[src/rtl/pin_expander_pkg.sv]
package pin_expander_pkg;

  // Strobes passed from control to datapath, valid for one cycle.
  typedef struct packed {
    logic loadOut;     // take payload into the output-level register
    logic loadStatus;  // take payload into the direction register
    logic capture;     // snapshot the synchronised pins
  } ctlStrobes_t;

endpackage

[src/rtl/pin_expander_sync.sv]
module pin_expander_sync #(
  parameter int WIDTH  = 12,
  parameter int STAGES = 2
) (
  input  logic             clk,
  input  logic             rstN,
  input  logic [WIDTH-1:0] din,
  output logic [WIDTH-1:0] dout
);

  logic [STAGES-1:0][WIDTH-1:0] chain;

  always_ff @(posedge clk or negedge rstN) begin
    if (!rstN) begin
      chain <= '0;
    end else begin
      chain[0] <= din;
      for (int s = 1; s < STAGES; s++) begin
        chain[s] <= chain[s-1];
      end
    end
  end

  assign dout = chain[STAGES-1];

endmodule

[src/rtl/pin_expander_ctrl.sv]
module pin_expander_ctrl
  import pin_expander_pkg::*;
(
  input  logic        clk,
  input  logic        rstN,
  input  logic        cmdParWrite,
  input  logic        cmdStatusWrite,
  input  logic        cmdCaptureArm,
  input  logic        csFall,
  output ctlStrobes_t strobes
);

  logic armedQ;
  logic armedNext;

  // A new arm wins; a chip-select fall or any other write consumes it.
  always_comb begin
    armedNext = armedQ;
    if (cmdCaptureArm) begin
      armedNext = 1'b1;
    end else if (csFall || cmdParWrite || cmdStatusWrite) begin
      armedNext = 1'b0;
    end
  end

  always_ff @(posedge clk or negedge rstN) begin
    if (!rstN) begin
      armedQ <= 1'b0;
    end else begin
      armedQ <= armedNext;
    end
  end

  always_comb begin
    strobes.loadOut    = cmdParWrite;
    strobes.loadStatus = cmdStatusWrite;
    strobes.capture    = csFall & armedQ;
  end

endmodule

[src/rtl/pin_expander_dp.sv]
module pin_expander_dp
  import pin_expander_pkg::*;
#(
  parameter int PIN_COUNT    = 12,
  parameter int DIGITAL_ONLY = 4,
  localparam int SHARED      = PIN_COUNT - DIGITAL_ONLY
) (
  input  logic                 clk,
  input  logic                 rstN,
  input  ctlStrobes_t          strobes,
  input  logic [PIN_COUNT-1:0] payload,
  input  logic [SHARED-1:0]    anaMode,
  input  logic [PIN_COUNT-1:0] pinSync,
  output logic [PIN_COUNT-1:0] driveEn,
  output logic [PIN_COUNT-1:0] driveVal,
  output logic [PIN_COUNT-1:0] anaSel,
  output logic [PIN_COUNT-1:0] captureWord,
  output logic                 captureLoad
);

  logic [PIN_COUNT-1:0] dirQ;
  logic [PIN_COUNT-1:0] levelQ;
  logic [PIN_COUNT-1:0] anaSelInt;
  logic [PIN_COUNT-1:0] readMask;

  // Direction register: cleared at reset, 1 = digital output.
  always_ff @(posedge clk or negedge rstN) begin
    if (!rstN) begin
      dirQ <= '0;
    end else if (strobes.loadStatus) begin
      dirQ <= payload;
    end
  end

  // Output-level register keeps its contents through reset.
  always_ff @(posedge clk) begin
    if (strobes.loadOut) begin
      levelQ <= payload;
    end
  end

  // Per-pin mode: digital-only pins never hand over to analog.
  for (genvar p = 0; p < PIN_COUNT; p++) begin : g_pin
    if (p < DIGITAL_ONLY) begin : g_digital
      assign anaSelInt[p] = 1'b0;
    end else begin : g_shared
      assign anaSelInt[p] = anaMode[p-DIGITAL_ONLY] & ~dirQ[p];
    end
  end

  assign readMask = ~(dirQ | anaSelInt);

  always_ff @(posedge clk or negedge rstN) begin
    if (!rstN) begin
      captureWord <= '0;
      captureLoad <= 1'b0;
    end else begin
      captureLoad <= strobes.capture;
      if (strobes.capture) begin
        captureWord <= pinSync & readMask;
      end
    end
  end

  assign driveEn  = dirQ;
  assign driveVal = levelQ;
  assign anaSel   = anaSelInt;

endmodule

[src/rtl/pin_expander_top.sv]
module pin_expander_top
  import pin_expander_pkg::*;
#(
  parameter int PIN_COUNT    = 12,
  parameter int DIGITAL_ONLY = 4,
  parameter int SYNC_STAGES  = 2,
  localparam int SHARED      = PIN_COUNT - DIGITAL_ONLY
) (
  input  logic                 clk,
  input  logic                 rstN,
  input  logic                 cmdParWrite,
  input  logic                 cmdStatusWrite,
  input  logic                 cmdCaptureArm,
  input  logic                 csFall,
  input  logic [PIN_COUNT-1:0] payload,
  input  logic [SHARED-1:0]    anaMode,
  input  logic [PIN_COUNT-1:0] pinIn,
  output logic [PIN_COUNT-1:0] driveEn,
  output logic [PIN_COUNT-1:0] driveVal,
  output logic [PIN_COUNT-1:0] anaSel,
  output logic [PIN_COUNT-1:0] captureWord,
  output logic                 captureLoad
);

  ctlStrobes_t          strobes;
  logic [PIN_COUNT-1:0] pinSync;

  pin_expander_sync #(
    .WIDTH (PIN_COUNT),
    .STAGES(SYNC_STAGES)
  ) u_sync (
    .clk (clk),
    .rstN(rstN),
    .din (pinIn),
    .dout(pinSync)
  );

  pin_expander_ctrl u_ctrl (
    .clk           (clk),
    .rstN          (rstN),
    .cmdParWrite   (cmdParWrite),
    .cmdStatusWrite(cmdStatusWrite),
    .cmdCaptureArm (cmdCaptureArm),
    .csFall        (csFall),
    .strobes       (strobes)
  );

  pin_expander_dp #(
    .PIN_COUNT   (PIN_COUNT),
    .DIGITAL_ONLY(DIGITAL_ONLY)
  ) u_dp (
    .clk        (clk),
    .rstN       (rstN),
    .strobes    (strobes),
    .payload    (payload),
    .anaMode    (anaMode),
    .pinSync    (pinSync),
    .driveEn    (driveEn),
    .driveVal   (driveVal),
    .anaSel     (anaSel),
    .captureWord(captureWord),
    .captureLoad(captureLoad)
  );

endmodule

[config.mk]
export PLATFORM = sky130hd
export DESIGN_NAME = pin_expander_top
export DESIGN_NICKNAME = d
export VERILOG_FILES = /design/src/rtl/pin_expander_pkg.sv /design/src/rtl/pin_expander_sync.sv /design/src/rtl/pin_expander_ctrl.sv /design/src/rtl/pin_expander_dp.sv /design/src/rtl/pin_expander_top.sv
export SDC_FILE = /design/constraint.sdc
export NUM_CORES = 1
export LEC_CHECK = 0
export BUFFER_PORTS_ARGS = -buffer_cell sky130_fd_sc_hd__buf_2
export CORE_MARGIN = 1
export CORE_UTILIZATION = 50
export CTS_BUF_LIST = sky130_fd_sc_hd__clkbuf_4
export DETAILED_ROUTE_END_ITERATION = 7
export PLACE_DENSITY = 0.91
export SLEW_MARGIN = 20
export SYNTH_ARGS = -nofsm -noshare
export SYNTH_HDL_FRONTEND = slang
export SYNTH_SLANG_ARGS = --single-unit
[constraint.sdc]
create_clock -name clk -period 2.9 [get_ports clk]
set_clock_uncertainty 0.2 [all_clocks]
set_input_delay 0.58 -clock clk [delete_from_list [all_inputs] [get_ports clk]]
set_output_delay 0.58 -clock clk [all_outputs]
set_load 0.02 [all_outputs]
==> results of run 1 <==
## stage by stage
step,area [sq um],hold slack [ns]
global placement,2570,0.131
CTS,2700,0.0843
detailed placement,2570,0.135
floorplan,2140,0.0844
finish,2700,0.0859
global route,2700,0.0639
## report_power, final
| part | internal, mW | total [mW] | switching (mW) | leakage, nW |
|---|---|---|---|---|
| Clock | 0.263 | 0.545 | 0.282 | 0.0750 |
| Combinational | 0.107 | 0.257 | 0.150 | 0.555 |
| Sequential | 0.957 | 0.990 | 0.0331 | 0.721 |
| Total | 1.33 | 1.79 | 0.465 | 1.35 |
## final cells by class
cell class | instances | area [sq um] | area share
multi-input cells | 51 | 475 | 0.176
well taps | 50 | 62.6 | 0.0232
inverters | 1 | 3.75 | 0.00139
clock inverters | 6 | 52.6 | 0.0195
repair buffers | 83 | 418 | 0.155
flip-flops and latches | 62 | 1610 | 0.597
clock buffers | 10 | 75.1 | 0.0278
## worst paths after layout
| path | slack (ns) | cells after the start | endpoint | startpoint |
|---|---|---|---|---|
| worst max-delay path | 1.05 | 2 | anaSel[8] | u_dp.driveEn[8] |
| worst min-delay path | 0.09 | 2 | u_dp.captureWord[7] | rstN |
| worst min register to register | 0.16 | 0 | u_sync.dout[2] | u_sync.chain[2] |
| worst max register to register | 1.45 | 2 | u_dp.captureWord[5] | u_ctrl.armedQ |
| min in group clk | 0.11 | 1 | u_sync.chain[7] | pinIn[7] |
| max in group asynchronous | 2.00 | 2 | u_sync.dout[4] | rstN |
## cell families after synthesis
group | Yosys count
other cells | 1
simple gates | 23
flops | 62
buf+inv | 7
mux | 24
## Yosys cell counts (all sizes together)
cell type	n	area share
or2	1	0.0029
nor2b	12	0.035
buf	6	0.023
conb	1	0.0018
edfxtp	12	0.17
nor4b	1	0.0041
dfrtp	50	0.59
inv	1	0.0018
mux2	24	0.14
nand2	1	0.0029
nor3b	8	0.028
## metal layers
metal  GRT usage  vias up  wire, microns
li1            -      579              -
met3      0.0659        5            169
met2       0.291       45           1950
met4      0.0984        0             51
met1       0.203      611           1540
met5           0        -              0
## registers in the layout (all words and copies together) (netlist names)
signal,flops
u_dp.captureWord,12
u_dp.driveEn,12
u_dp.driveVal,12
u_sync.chain,12
u_sync.dout,12
u_ctrl.armedQ,1
u_dp.captureLoad,1
==> impl_metrics.env, run 1 <==
export IMPL_synth_fa_ha_area_frac=0
export IMPL_syn_to_final_growth_pct=26.8
export IMPL_relSlewSlack=0.604
export IMPL_finish_utilization=0.665
export IMPL_routabilityCongestion=0.648
export IMPL_synthXorXnorAreaFrac=0
export IMPL_dr_pass1_iters=4
export IMPL_cts_buffers=9
export IMPL_cp_start_kind="flip-flop"
export IMPL_cp_arrival_ns=1.07
export IMPL_outcome="finished clean"
export IMPL_end_kind="output port"
export IMPL_vdd_drop_max_uv=408
export IMPL_synthesis_area_sq_mm=0.00213
export IMPL_maxCapViolations=0
export IMPL_design_die_area_sq_mm=0.00452
export IMPL_yosysSeqAreaShare=0.757
export IMPL_yosysWarnings=0
export IMPL_vias=1240
export IMPL_hold_buffers=0
export IMPL_nets=246
export IMPL_finalCritPeriodShare=0.639
export IMPL_rsz0062_at_grt="false"
export IMPL_n_antenna_cell=0
export IMPL_die_width_microns=67.2
export IMPL_drc=0
export IMPL_worstSkewPairLatency_ns=0.37
export IMPL_first_iter_violations=70
export IMPL_synth_area_per_cell_sq_um=18.2
export IMPL_initial_utilization=0.525
export IMPL_grt_overflow_total=0
export IMPL_antenna_found_initial=0
export IMPL_design_power_total_mw=1.79
export IMPL_post_cts_buffers=0
export IMPL_tightest_slew_ns=0.594
export IMPL_path_buf_inv=1
export IMPL_critical_path_top_delay_family="flip-flops"
export IMPL_final_cells=263
export IMPL_rows=23
export IMPL_finalHoldViolations=0
export IMPL_crit_chain="nor2b_1 -> buf_2"
export IMPL_grt_pass1_vias=1172
export IMPL_grt_max_degree=51
export IMPL_crit_fanout=4
export IMPL_path_class="flip-flop to output port"
export IMPL_synthDistinctLibCells=13
export IMPL_fillers=300
export IMPL_max_stage_delay_ns=0.42
export IMPL_place_ws_ns=1.13
export IMPL_netlist_instances=117
export IMPL_synth_compound_area_frac=0
export IMPL_finalCriticalPeriod_ns=1.85
export IMPL_finalMaxSlewViolations=0
export IMPL_viasPerCell=4.71
export IMPL_critPathRequiredTime_ns=2.12
export IMPL_hpwl_microns=2590
export IMPL_p_leak_nw=1.35
export IMPL_wl_per_cell_microns=14.1
export IMPL_post_cts_resized=0
export IMPL_final_cell_mix="buf_2 (82), dfrtp_1 (50), mux2_2 (15)"
export IMPL_wl_microns=3710
export IMPL_htreeDepth=3
export IMPL_die_h_microns=67.2
export IMPL_worstHoldPathType="input port to asynchronous set/reset pin"
export IMPL_mostFrequentLayoutCell="buf_2"
export IMPL_fmax_mhz=539
export IMPL_dp_cells=247
export IMPL_drive_gt1_frac=0.577
export IMPL_port_buffers=82
export IMPL_ios=87
export IMPL_finalSetupViolations=0
export IMPL_cts_root_buf="clkbuf_4"
export IMPL_worst_path_max_delay_cell="dfrtp_1"
export IMPL_clkTransAtPathRegs_ns=0.10
export IMPL_synthMuxAreaShare=0.143
export IMPL_cts_tree="done"
export IMPL_ys_ff_latch=62
export IMPL_synth_simple_area_share=0.0735
export IMPL_cts_num_sinks=62
export IMPL_tns_ns=0
export IMPL_power_density_mw_per_mm2=664
export IMPL_grt_usage=0.179
export IMPL_final_antenna_net_count=0
export IMPL_cts_max_path_buffers=2
export IMPL_worst_slack_ns=1.05
export IMPL_synth_top_family_by_area="multiplexers"
export IMPL_grt_pass1_wl_microns=5520
export IMPL_coreArea_sq_mm=0.00406
Power figures use the tool's default switching activity.
==> run 2: changes to the inputs <==
ABC_AREA = 1   (was default)
CORE_UTILIZATION = 49   (was 50)
PLACE_DENSITY = 0.9   (was 0.91)
clock period = 1.92 ns   (was 2.9 ns; I/O delays follow)
==> run 2 against run 1 <==
Compared with the run above:
- via count rose by 24%
- final cell count rose by 30%
- register-to-register slack got worse by 0.76 ns
- design area rose by 8.1%
- combinational power rose by 56%
- non-clock buffer count rose by 25
- wire length rose by 15%
- setup slack got worse by 0.81 ns
- total power rose by 52%
- sequential share of layout area fell by 4.5 points
- die area rose by 0.30%
- flip-flop and latch count did not move
- critical path type unchanged
==> impl_metrics.env, run 2 <==
export IMPL_die_width_microns=67.3
export IMPL_ys_ff_latch=62
export IMPL_cts_max_path_buffers=2
export IMPL_grt_pass1_vias=1472
export IMPL_crit_start="u_dp.driveEn[4]"
export IMPL_mostFrequentLayoutCell="buf_2"
export IMPL_async_reset_ff_frac=0.806
export IMPL_cts_num_sinks=62
export IMPL_antenna_found_initial=0
export IMPL_finalHoldViolations=0
export IMPL_cts_tree="done"
export IMPL_coreArea_sq_mm=0.00406
export IMPL_yosys_area_top_type="dfrtp_1"
export IMPL_cp_arrival_ns=1.10
export IMPL_synth_edff_count=12
export IMPL_synth_top_area_share=0.598
export IMPL_path_class="flip-flop to output port"
export IMPL_power_share_clock=0.304
export IMPL_crit_chain="nor2_1 -> buf_2"
export IMPL_design_die_area_sq_mm=0.00453
export IMPL_cp_start_kind="flip-flop"
export IMPL_placed_area_sq_mm=0.00254
export IMPL_routabilityCongestion=0.766
export IMPL_reg2reg_from="u_ctrl.armedQ"
export IMPL_rows=23
export IMPL_hpwl_microns=2930
export IMPL_vias=1541
export IMPL_first_iter_violations=93
export IMPL_synthesis_area_sq_mm=0.00209
export IMPL_ios=87
export IMPL_maxCapViolations=0
export IMPL_end_kind="output port"
export IMPL_htreeDepth=3
export IMPL_dr_pass1_iters=4
export IMPL_outcome="finished clean"
export IMPL_grt_max_degree=51
export IMPL_holdWs_ns=0.0288
export IMPL_clkTransAtPathRegs_ns=0.09
export IMPL_p_int_mw=1.98
export IMPL_rsz0062_at_grt="false"
export IMPL_n_antenna_cell=0
export IMPL_worstHoldPathType="input port to flip-flop"
export IMPL_initial_utilization=0.516
export IMPL_dp_cells=302
export IMPL_power_frac_comb=0.148
export IMPL_cts_buffers=9
export IMPL_wl_per_cell_microns=12.4
export IMPL_max_stage_delay_ns=0.43
export IMPL_synthFlopType="dfrtp_1"
export IMPL_critPathRequiredTime_ns=1.34
export IMPL_worst_path_max_delay_cell="dfrtp_1"
export IMPL_worstSkewPairLatency_ns=0.36
export IMPL_final_antenna_net_count=0
export IMPL_grt_pass1_wl_microns=6740
export IMPL_p_leak_nw=1.57
export IMPL_die_h_microns=67.3
export IMPL_power_density_mw_per_mm2=932
export IMPL_post_cts_resized=0
export IMPL_drc=0
export IMPL_finalCritPeriodShare=0.877
export IMPL_drive_gt1_frac=0.348
export IMPL_viasPerCell=4.49
export IMPL_synth_common_cells="nand2_1 (53), dfrtp_1 (50), nor2_1 (17)"
export IMPL_cts_root_buf="clkbuf_4"
export IMPL_syn_to_final_growth_pct=39.4
export IMPL_synth_area_leaders="dfrtp_1 (60%), edfxtp_1 (17%), nand2_1 (9.5%)"
export IMPL_final_cell_mix="buf_2 (82), nand2_1 (53), dfrtp_1 (50)"
export IMPL_synth_area_per_cell_sq_um=12.1
export IMPL_yosysMostFrequentCell="nand2_1"
export IMPL_grt_overflow_total=0
export IMPL_tns_ns=0
export IMPL_p_seq_frac=0.548
export IMPL_p_sw_mw=0.737
export IMPL_finalSetupViolations=0
export IMPL_final_cells=343
export IMPL_worst_slack_ns=0.237
export IMPL_netlist_instances=173
export IMPL_yosysSeqAreaShare=0.770
export IMPL_p_sw_frac=0.271
export IMPL_wl_microns=4270
export IMPL_grt_usage=0.209
export IMPL_yosysWarnings=0
export IMPL_finalMaxSlewViolations=0
export IMPL_final_area_sq_mm=0.00292
export IMPL_finalCriticalPeriod_ns=1.68
export IMPL_place_ws_ns=0.565
export IMPL_crit_fanout=4
export IMPL_hold_start="payload[8]"
export IMPL_synthDistinctLibCells=14
export IMPL_vdd_drop_max_uv=748
export IMPL_nets=326
export IMPL_fmax_mhz=594
export IMPL_port_buffers=82
-- run 2: what timing repair did --
action                                 in CTS  in global routing
hold buffers                               25                  0
setup buffers                               0                  0
endpoints found under the hold margin      74                  0
-- run 2: worst paths after layout --
kind                       depth (start not counted)              endpoint  slack, ns
max                                                2             anaSel[4]       0.24
min                                                1      u_dp.driveVal[8]       0.03
max reg2reg                                        4  u_dp.captureWord[11]       0.69
min reg2reg                                        0        u_sync.dout[8]       0.15
max in group asynchronous                          3        u_sync.dout[3]       0.97
min in group asynchronous                          3       u_dp.driveEn[5]       0.32
-- run 2: worst max-delay path: cells and delay by family, from the launching register on --
family        cells  cell delay (ns)
buf+inv           1             0.18
flops             1             0.43
simple gates      1             0.14
-- run 2: per-layer routing --
metal | track usage | vias up | routed length (microns)
li1 | - | 759 | -
met1 | 0.277 | 724 | 1760
met2 | 0.333 | 50 | 2280
met3 | 0.0372 | 8 | 141
met4 | 0.104 | 0 | 89
met5 | 0 | - | 0
-- run 2: stage by stage --
stage	total power, mW	util
2_1_floorplan	1.71	-
3_3_place_gp	1.87	0.625
3_5_place_dp	1.88	0.625
4_1_cts	2.75	0.719
5_1_grt	2.87	0.719
6_report	2.72	0.719
-- run 2: area by class of cell --
class | instances | area (sq um)
clock buffers | 9 | 67.6
fillers | 298 | 1140
flip-flops and latches | 62 | 1610
clock inverters | 7 | 62.6
well taps | 50 | 62.6
inverters | 15 | 57.6
multi-input cells | 92 | 374
repair buffers | 108 | 681
-- run 2: cell families (layout without fill, tap and decap cells) --
| kind of cell | count (synthesis) | in the layout | share of synthesized area |
|---|---|---|---|
| compound gates | 8 | 8 | 0.0191 |
| buf+inv | 22 | 139 | 0.0562 |
| other cells | 1 | 4 | 0.00179 |
| flops | 62 | 62 | 0.770 |
| simple gates | 80 | 80 | 0.153 |
-- run 2: power groups by stage --
stage               logic [mW]  registers [mW]  clock network, mW
floorplan                0.108            1.60                  0
global placement         0.356            1.51                  0
detailed placement       0.364            1.52                  0
CTS                      0.405            1.49              0.853
global route             0.444            1.50              0.925
finish                   0.402            1.49              0.827
